==> config.mk <==
export PLATFORM = sky130hd
export DESIGN_NAME = link_pm_seq
export DESIGN_NICKNAME = d
export VERILOG_FILES = /design/src/rtl/link_pm_pkg.sv /design/src/rtl/lps_rst_classify.sv /design/src/rtl/lps_disc_count.sv /design/src/rtl/lps_fsm.sv /design/src/rtl/link_pm_seq.sv
export SDC_FILE = /design/constraint.sdc
export NUM_CORES = 1
export LEC_CHECK = 0
export ABC_AREA = 0
export BUFFER_PORTS_ARGS = -buffer_cell sky130_fd_sc_hd__buf_4
export CAP_MARGIN = 20
export CORE_MARGIN = 2
export CORE_UTILIZATION = 42
export CTS_BUF_LIST = sky130_fd_sc_hd__clkbuf_8
export CTS_CLUSTER_SIZE = 25
export DETAILED_ROUTE_END_ITERATION = 12
export GPL_ROUTABILITY_DRIVEN = 1
export PLACE_DENSITY_LB_ADDON = 0.08
export SLEW_MARGIN = 20
export SYNTH_ARGS = -nofsm -noshare
export SYNTH_HDL_FRONTEND = slang
export SYNTH_SLANG_ARGS = --single-unit
==> constraint.sdc <==
create_clock -name clk -period 2.05 [get_ports clk]
set_input_delay 0 -clock clk [delete_from_list [all_inputs] [get_ports clk]]
set_output_delay 0 -clock clk [all_outputs]
set_load 0.005 [all_outputs]
==> src/rtl/link_pm_pkg.sv <==
package link_pm_pkg;

  localparam int S_RESET   = 0;
  localparam int S_ACTIVE  = 1;
  localparam int S_DRAIN   = 2;
  localparam int S_DISC    = 3;
  localparam int S_STOPPED = 4;
  localparam int S_REINIT  = 5;

  typedef enum logic [5:0] {
    ST_RESET   = 6'b000001,
    ST_ACTIVE  = 6'b000010,
    ST_DRAIN   = 6'b000100,
    ST_DISC    = 6'b001000,
    ST_STOPPED = 6'b010000,
    ST_REINIT  = 6'b100000
  } pm_state_e;

  typedef enum logic [1:0] {
    RK_NONE = 2'b00,
    RK_WARM = 2'b01,
    RK_COLD = 2'b10
  } rst_kind_e;

  // counter width able to hold 0 .. len-1
  function automatic int unsigned cnt_width(input int unsigned len);
    return (len < 2) ? 1 : $clog2(len);
  endfunction

  // transmit drivers are on in every live state; parked only without tri-state
  function automatic logic drv_on(input logic [5:0] st, input logic tri_en);
    return st[S_ACTIVE] | st[S_DRAIN] | st[S_DISC] | st[S_REINIT] |
           (st[S_STOPPED] & ~tri_en);
  endfunction

endpackage

==> src/rtl/lps_rst_classify.sv <==
module lps_rst_classify
  import link_pm_pkg::*;
(
  input  logic      clk,
  input  logic      reset_n,
  input  logic      pwr_ok,
  input  logic      sw_req,
  input  logic      sw_cold,
  output rst_kind_e kind
);

  logic      reset_n_q;
  rst_kind_e kind_q;

  // a fall of reset_n is the instant the kind is decided
  logic reset_fall;
  assign reset_fall = !reset_n && reset_n_q;

  always_ff @(posedge clk) begin
    reset_n_q <= reset_n;
    if (!reset_n) begin
      if (!pwr_ok)         kind_q <= RK_COLD;
      else if (reset_fall) kind_q <= RK_WARM;
    end else if (sw_req) begin
      kind_q <= sw_cold ? RK_COLD : RK_WARM;
    end
  end

  assign kind = kind_q;

  assert_cold_R1: assert property (@(posedge clk)
    (!reset_n && !pwr_ok) |=> kind_q == RK_COLD);

  assert_warm_R2: assert property (@(posedge clk)
    (reset_fall && pwr_ok) |=> kind_q == RK_WARM);

  assert_sw_kind_R3: assert property (@(posedge clk) disable iff (!reset_n)
    sw_req |=> kind_q == (sw_cold ? RK_COLD : RK_WARM));

endmodule

==> src/rtl/lps_disc_count.sv <==
module lps_disc_count
  import link_pm_pkg::*;
#(
  parameter int unsigned NOP_LEN = 64
) (
  input  logic clk,
  input  logic run,
  output logic last
);

  localparam int unsigned CW = cnt_width(NOP_LEN);
  localparam logic [CW-1:0] LAST_VAL = CW'(NOP_LEN - 1);

  logic [CW-1:0] cnt_q;

  always_ff @(posedge clk) begin
    if (!run)                  cnt_q <= '0;
    else if (cnt_q != LAST_VAL) cnt_q <= cnt_q + 1'b1;
  end

  assign last = run && (cnt_q == LAST_VAL);

endmodule

==> src/rtl/lps_fsm.sv <==
module lps_fsm
  import link_pm_pkg::*;
(
  input  logic      clk,
  input  logic      reset_n,
  input  logic      pwr_ok,
  input  logic      sw_req,
  input  logic      stop_n,
  input  logic      ctl_busy,
  input  logic      ctl_end,
  input  logic      disc_last,
  output pm_state_e state
);

  pm_state_e state_q, state_d;
  logic force_reset;

  assign force_reset = !reset_n || !pwr_ok || sw_req;

  always_comb begin
    state_d = state_q;
    if (force_reset) begin
      state_d = ST_RESET;
    end else begin
      unique case (state_q)
        ST_RESET:   state_d = ST_REINIT;
        ST_REINIT:  state_d = ST_ACTIVE;
        ST_ACTIVE:  if (!stop_n) state_d = (ctl_busy && !ctl_end) ? ST_DRAIN : ST_DISC;
        ST_DRAIN:   if (ctl_end) state_d = ST_DISC;
        ST_DISC:    if (disc_last) state_d = ST_STOPPED;
        ST_STOPPED: if (stop_n) state_d = ST_REINIT;
        default:    state_d = ST_RESET;
      endcase
    end
  end

  always_ff @(posedge clk) state_q <= state_d;

  assign state = state_q;

  assert_onehot_R11: assert property (@(posedge clk) disable iff (!reset_n)
    $countones(state_q) == 1);

  assert_override_R11: assert property (@(posedge clk)
    !reset_n |=> state_q == ST_RESET);

  assert_pwr_gate_R4: assert property (@(posedge clk) disable iff (!reset_n)
    !pwr_ok |=> state_q == ST_RESET);

  assert_drain_hold_R6: assert property (@(posedge clk) disable iff (!reset_n)
    (state_q == ST_DRAIN && !ctl_end && pwr_ok && !sw_req) |=> state_q == ST_DRAIN);

  assert_reinit_R9: assert property (@(posedge clk) disable iff (!reset_n)
    (state_q == ST_STOPPED && stop_n && pwr_ok && !sw_req) |=> state_q == ST_REINIT);

endmodule

==> src/rtl/link_pm_seq.sv <==
module link_pm_seq
  import link_pm_pkg::*;
#(
  parameter int unsigned NOP_LEN = 64,
  parameter bit          HAS_REQ = 1'b1
) (
  input  logic       clk,
  input  logic       pwr_ok,
  input  logic       reset_n,
  input  logic       stop_n,
  input  logic       sw_rst_req,
  input  logic       sw_rst_cold,
  input  logic       tx_tri_en,
  input  logic       rx_tri_en,
  input  logic       ctl_pkt_busy,
  input  logic       ctl_pkt_end,
  input  logic       rx_disc_seen,
  input  logic       xact_pending,
  output logic [1:0] rst_kind,
  output logic       rst_active,
  output logic       disc_nop_req,
  output logic       tx_drv_en,
  output logic       rx_rcv_en,
  output logic       init_start,
  output logic       req_n
);

  pm_state_e state;
  rst_kind_e kind;
  logic      disc_last;
  logic      rx_off_q;

  // named state events for the checks below
  logic st_reset, st_active, st_disc, st_stopped, st_reinit;
  assign st_reset   = state[S_RESET];
  assign st_active  = state[S_ACTIVE];
  assign st_disc    = state[S_DISC];
  assign st_stopped = state[S_STOPPED];
  assign st_reinit  = state[S_REINIT];

  lps_rst_classify u_classify (
    .clk     (clk),
    .reset_n (reset_n),
    .pwr_ok  (pwr_ok),
    .sw_req  (sw_rst_req),
    .sw_cold (sw_rst_cold),
    .kind    (kind)
  );

  lps_disc_count #(.NOP_LEN(NOP_LEN)) u_count (
    .clk  (clk),
    .run  (st_disc),
    .last (disc_last)
  );

  lps_fsm u_fsm (
    .clk       (clk),
    .reset_n   (reset_n),
    .pwr_ok    (pwr_ok),
    .sw_req    (sw_rst_req),
    .stop_n    (stop_n),
    .ctl_busy  (ctl_pkt_busy),
    .ctl_end   (ctl_pkt_end),
    .disc_last (disc_last),
    .state     (state)
  );

  // receiver side: off only after a disconnect and with its own tri-state bit
  always_ff @(posedge clk) begin
    if (!reset_n || stop_n)                    rx_off_q <= 1'b0;
    else if (rx_disc_seen && rx_tri_en)        rx_off_q <= 1'b1;
  end

  generate
    if (HAS_REQ) begin : g_req
      logic req_q;
      always_ff @(posedge clk) begin
        if (!reset_n) req_q <= 1'b0;
        else          req_q <= st_stopped && !stop_n && xact_pending;
      end
      assign req_n = ~req_q;
    end else begin : g_no_req
      assign req_n = 1'b1;
    end
  endgenerate

  assign rst_kind     = kind;
  assign rst_active   = st_reset;
  assign disc_nop_req = st_disc;
  assign init_start   = st_reinit;
  assign tx_drv_en    = drv_on(state, tx_tri_en);
  assign rx_rcv_en    = !st_reset && !rx_off_q;

  // checker-side burst length counter
  logic [31:0] chk_disc_len;
  always_ff @(posedge clk) begin
    if (!reset_n || !disc_nop_req) chk_disc_len <= '0;
    else                            chk_disc_len <= chk_disc_len + 1'b1;
  end

  assert_disc_len_R5: assert property (@(posedge clk) disable iff (!reset_n)
    ($fell(disc_nop_req) && st_stopped) |-> chk_disc_len == NOP_LEN);

  assert_req_idle_R10: assert property (@(posedge clk) disable iff (!reset_n)
    st_active |-> req_n);

  assert_req_release_R10: assert property (@(posedge clk) disable iff (!reset_n)
    stop_n |=> req_n);

  assert_rx_back_R8: assert property (@(posedge clk) disable iff (!reset_n)
    (stop_n && pwr_ok && !sw_rst_req) |=> rx_rcv_en);

  assert_tri_R7: assert property (@(posedge clk) disable iff (!reset_n)
    ($fell(disc_nop_req) && st_stopped) |-> tx_drv_en == !tx_tri_en);

  assert_quiet_R4: assert property (@(posedge clk)
    st_reset |-> !(tx_drv_en || init_start || disc_nop_req || rx_rcv_en));

endmodule

==> results.toml <==
[run_status]
run_status = "finished, final reports clean"

[detailed_routing]
avgViaCountPerCell = 5.08
wire_per_inst_um = 11.7
route.vias.total = 737
drt_drc_violations_left = 0
drt_iter0_drc = 8
drt_antenna_net_count = 0
postRouteWirelength_um = 1690
drt-pass1-iter-count = 4

[placed_design]
place_ws_ns = 0.294
placedInstanceArea_um2 = 986
numPortBuffers = 19
gp_congestion = 0.840
placed_instances = 138
dpl.hpwl_um = 1250

[cts]
post_cts_setup_inserts = 0
cts.repair.resized = 0
clock_insertion_delay_worst_skew_ns = 0.25
cts.htree.levels = 1
numClockSinks = 17
cts_root_buffer = "clkbuf_8"
cts_made_buffers = 3
cts.reportedPaths.clkPinSlew_ns = 0.07
maximum_clock_path_buffer_count = 2
tritoncts = "built"

[synthesis]
yosys_warnings = 0
syn_area_um2 = 816
synth-seq-area-share = 0.442
synth_fp_nets = 107
postSynth.topFlopCell = "dfxtp_1"
synth.top_cells.by_area = "dfxtp_1 (37%), edfxtp_1 (7.4%), nor2_1 (6.9%), xor2_1 (4.3%), nor3_1 (3.7%)"
synth.cells.most_frequent = "dfxtp_1 (15), nor2_1 (15), inv_1 (7)"
synth_enable_flop_cells = 2
syn-instance-count = 94
async_reset_ff_frac = 0
avgSynthCellArea_um2 = 8.68
netlist.top_cell.by_area = "dfxtp_1"
ys_types = 30
synth.ff_latch_count = 17
synth_top_area_share = 0.368

[timing]
layout_worst_path_cycle_share = 0.869
rsz_0062_raised_after_global_routing = "no"
slew-limit-headroom = 0.759
tightestPinTransition_ns = 0.361
clock-skew-final_ns = 0.00620
fmax_mhz = 562
min_period_ns = 1.78
fin_setup_tns_ns = 0
timing_max_transition_violations_final = 0
report.final.hold_viol_count = 0
setup_violations = 0
final_critical_path_setup_slack_ns = 0.269

[cells_and_area]
instances_no_fill = 145
postLayoutCellArea_um2 = 1060
finalCoreUtilization = 0.596
flow.area_growth_from_synthesis_pct = 30.2
post_route_cells_drive_above_1_share = 0.217
final_nets = 134
diodes = 0

[floorplanning]
rows = 15
floorplan.initialDensity = 0.458
std_cell_core_area_um2 = 1780
io_pins = 20
chipHeight_um = 48.1
fp.dieW_um = 48.1
floorplan.die_area_um2 = 2310

[pwr]
cellLeakagePower_nw = 0.444
largest_voltage_drop_on_the_vdd_net_v = 0.000500
pwr_dens_nw_per_um2 = 618

[grt]
grt-ovfl-total = 0
grt_pass1_vias = 629
gr-usage-all-layers = 0.167
antenna_found_initial = 0
pin_count_of_the_biggest_net_entering_global_routing = 11
grt_first_pass_wirelength_um = 2690

[worst_setup_path]
cp_slowest_stage_delay_ns = 0.57
critical-path-top-delay-family = "simple AND/OR/NAND/NOR gates"
critPathMaxFanout = 7
cp.required_ns = 2.18
cp_data_arrival_time_ns = 1.91
crit_start_category = "register"
critical_path.slowest_cell = "or4_4"
timing.setup.critical_path_class = "register to register"
critical_path.endpoint_type = "register"
crit_chain = "or4_4 -> or4b_1 -> o2111ai_1 -> a21oi_1"
critical_path_buf_inv_count = 0

[flow_run]
maxCapViolations = 0

[hold_path]
min-delay-path-class = "input port to register"
[logic make-up after synthesis]
group | after synthesis | synth area share
and+or+nand+nor | 46 | 0.301
DFF | 17 | 0.442
AOI/OAI and AO/OA | 15 | 0.115
buffers and inverters | 8 | 0.0460
xor gates and xnor gates | 4 | 0.0429
muxes | 3 | 0.0383
adders and majority gates | 1 | 0.0153
[layout make-up]
cell class              count  area [um2]
well taps                  25        31.3
clock buffers               3        41.3
repair buffers             23         180
fillers                   176         721
clock inverters             1        5.00
inverters                   7        26.3
flip-flops and latches     17         360
multi-input cells          69         418
[through the flow]
stage | power [mW] | hold slack (ns)
after floorplan | 0.378 | 0.0277
after global placement | 0.410 | 0.149
after detailed placement | 0.411 | 0.148
after CTS | 0.663 | 0.0319
after global routing | 0.683 | 0.0277
final | 0.657 | 0.0323
[repair_timing]
item / in CTS / in global routing
endpoints found under the setup margin: 0 / 0
hold buffers: 3 / 0
hold endpoints to repair: 3 / 0
[routing by layer]
layer | vias up | wire length (um) | GRT usage
met1 | 339 | 807 | 0.224
li1 | 385 | - | -
met2 | 11 | 836 | 0.269
met5 | - | 0 | 0
met4 | 0 | 10 | 0.0649
met3 | 2 | 39 | 0.0226
[worst paths after layout]
| check | start | to | slack, ns | cells past startpoint |
|---|---|---|---|---|
| worst min register to register | rx_off_q$_SDFFE_PP0P_ | rx_off_q$_SDFFE_PP0P_ | 0.53 | 2 |
| worst min-delay path | xact_pending | g_req.req_q$_SDFF_PN0_ | 0.03 | 2 |
| worst max-delay path | u_fsm.state[3]$_SDFFE_PP0P_ | u_fsm.state[3]$_SDFFE_PP0P_ | 0.27 | 4 |
| worst max register to register | u_fsm.state[3]$_SDFFE_PP0P_ | u_fsm.state[3]$_SDFFE_PP0P_ | 0.27 | 4 |
[flip-flops by register name, indices dropped and copies added (netlist names)]
signal                count
g_req.req_q               1
u_classify.reset_n_q      1
u_classify.kind           2
u_count.cnt_q             6
u_fsm.state               6
rx_off_q                  1
[cells in the final DEF, fill, tap and decap left out, types with 2 or more instances in the layout]
master         count
dfxtp_1           15
a21oi_1            5
nor3_1             6
nand3_1            3
xor2_1             4
buf_4             20
nor4_1             2
o21ai_0            3
nor2_1            15
dlygate4sd3_1      3
nand2_1            4
clkbuf_8           3
mux2i_1            2
edfxtp_1           2
a31oi_1            2
inv_1              7
nor3b_1            3
nand2b_1           2
nor2b_1            4
o2111ai_1          2
[report_power, final]
part | switching, mW | internal, mW
Clock | 0.115 | 0.135
Sequential | 0.00382 | 0.344
Combinational | 0.0232 | 0.0362
Power figures use the tool's default switching activity.
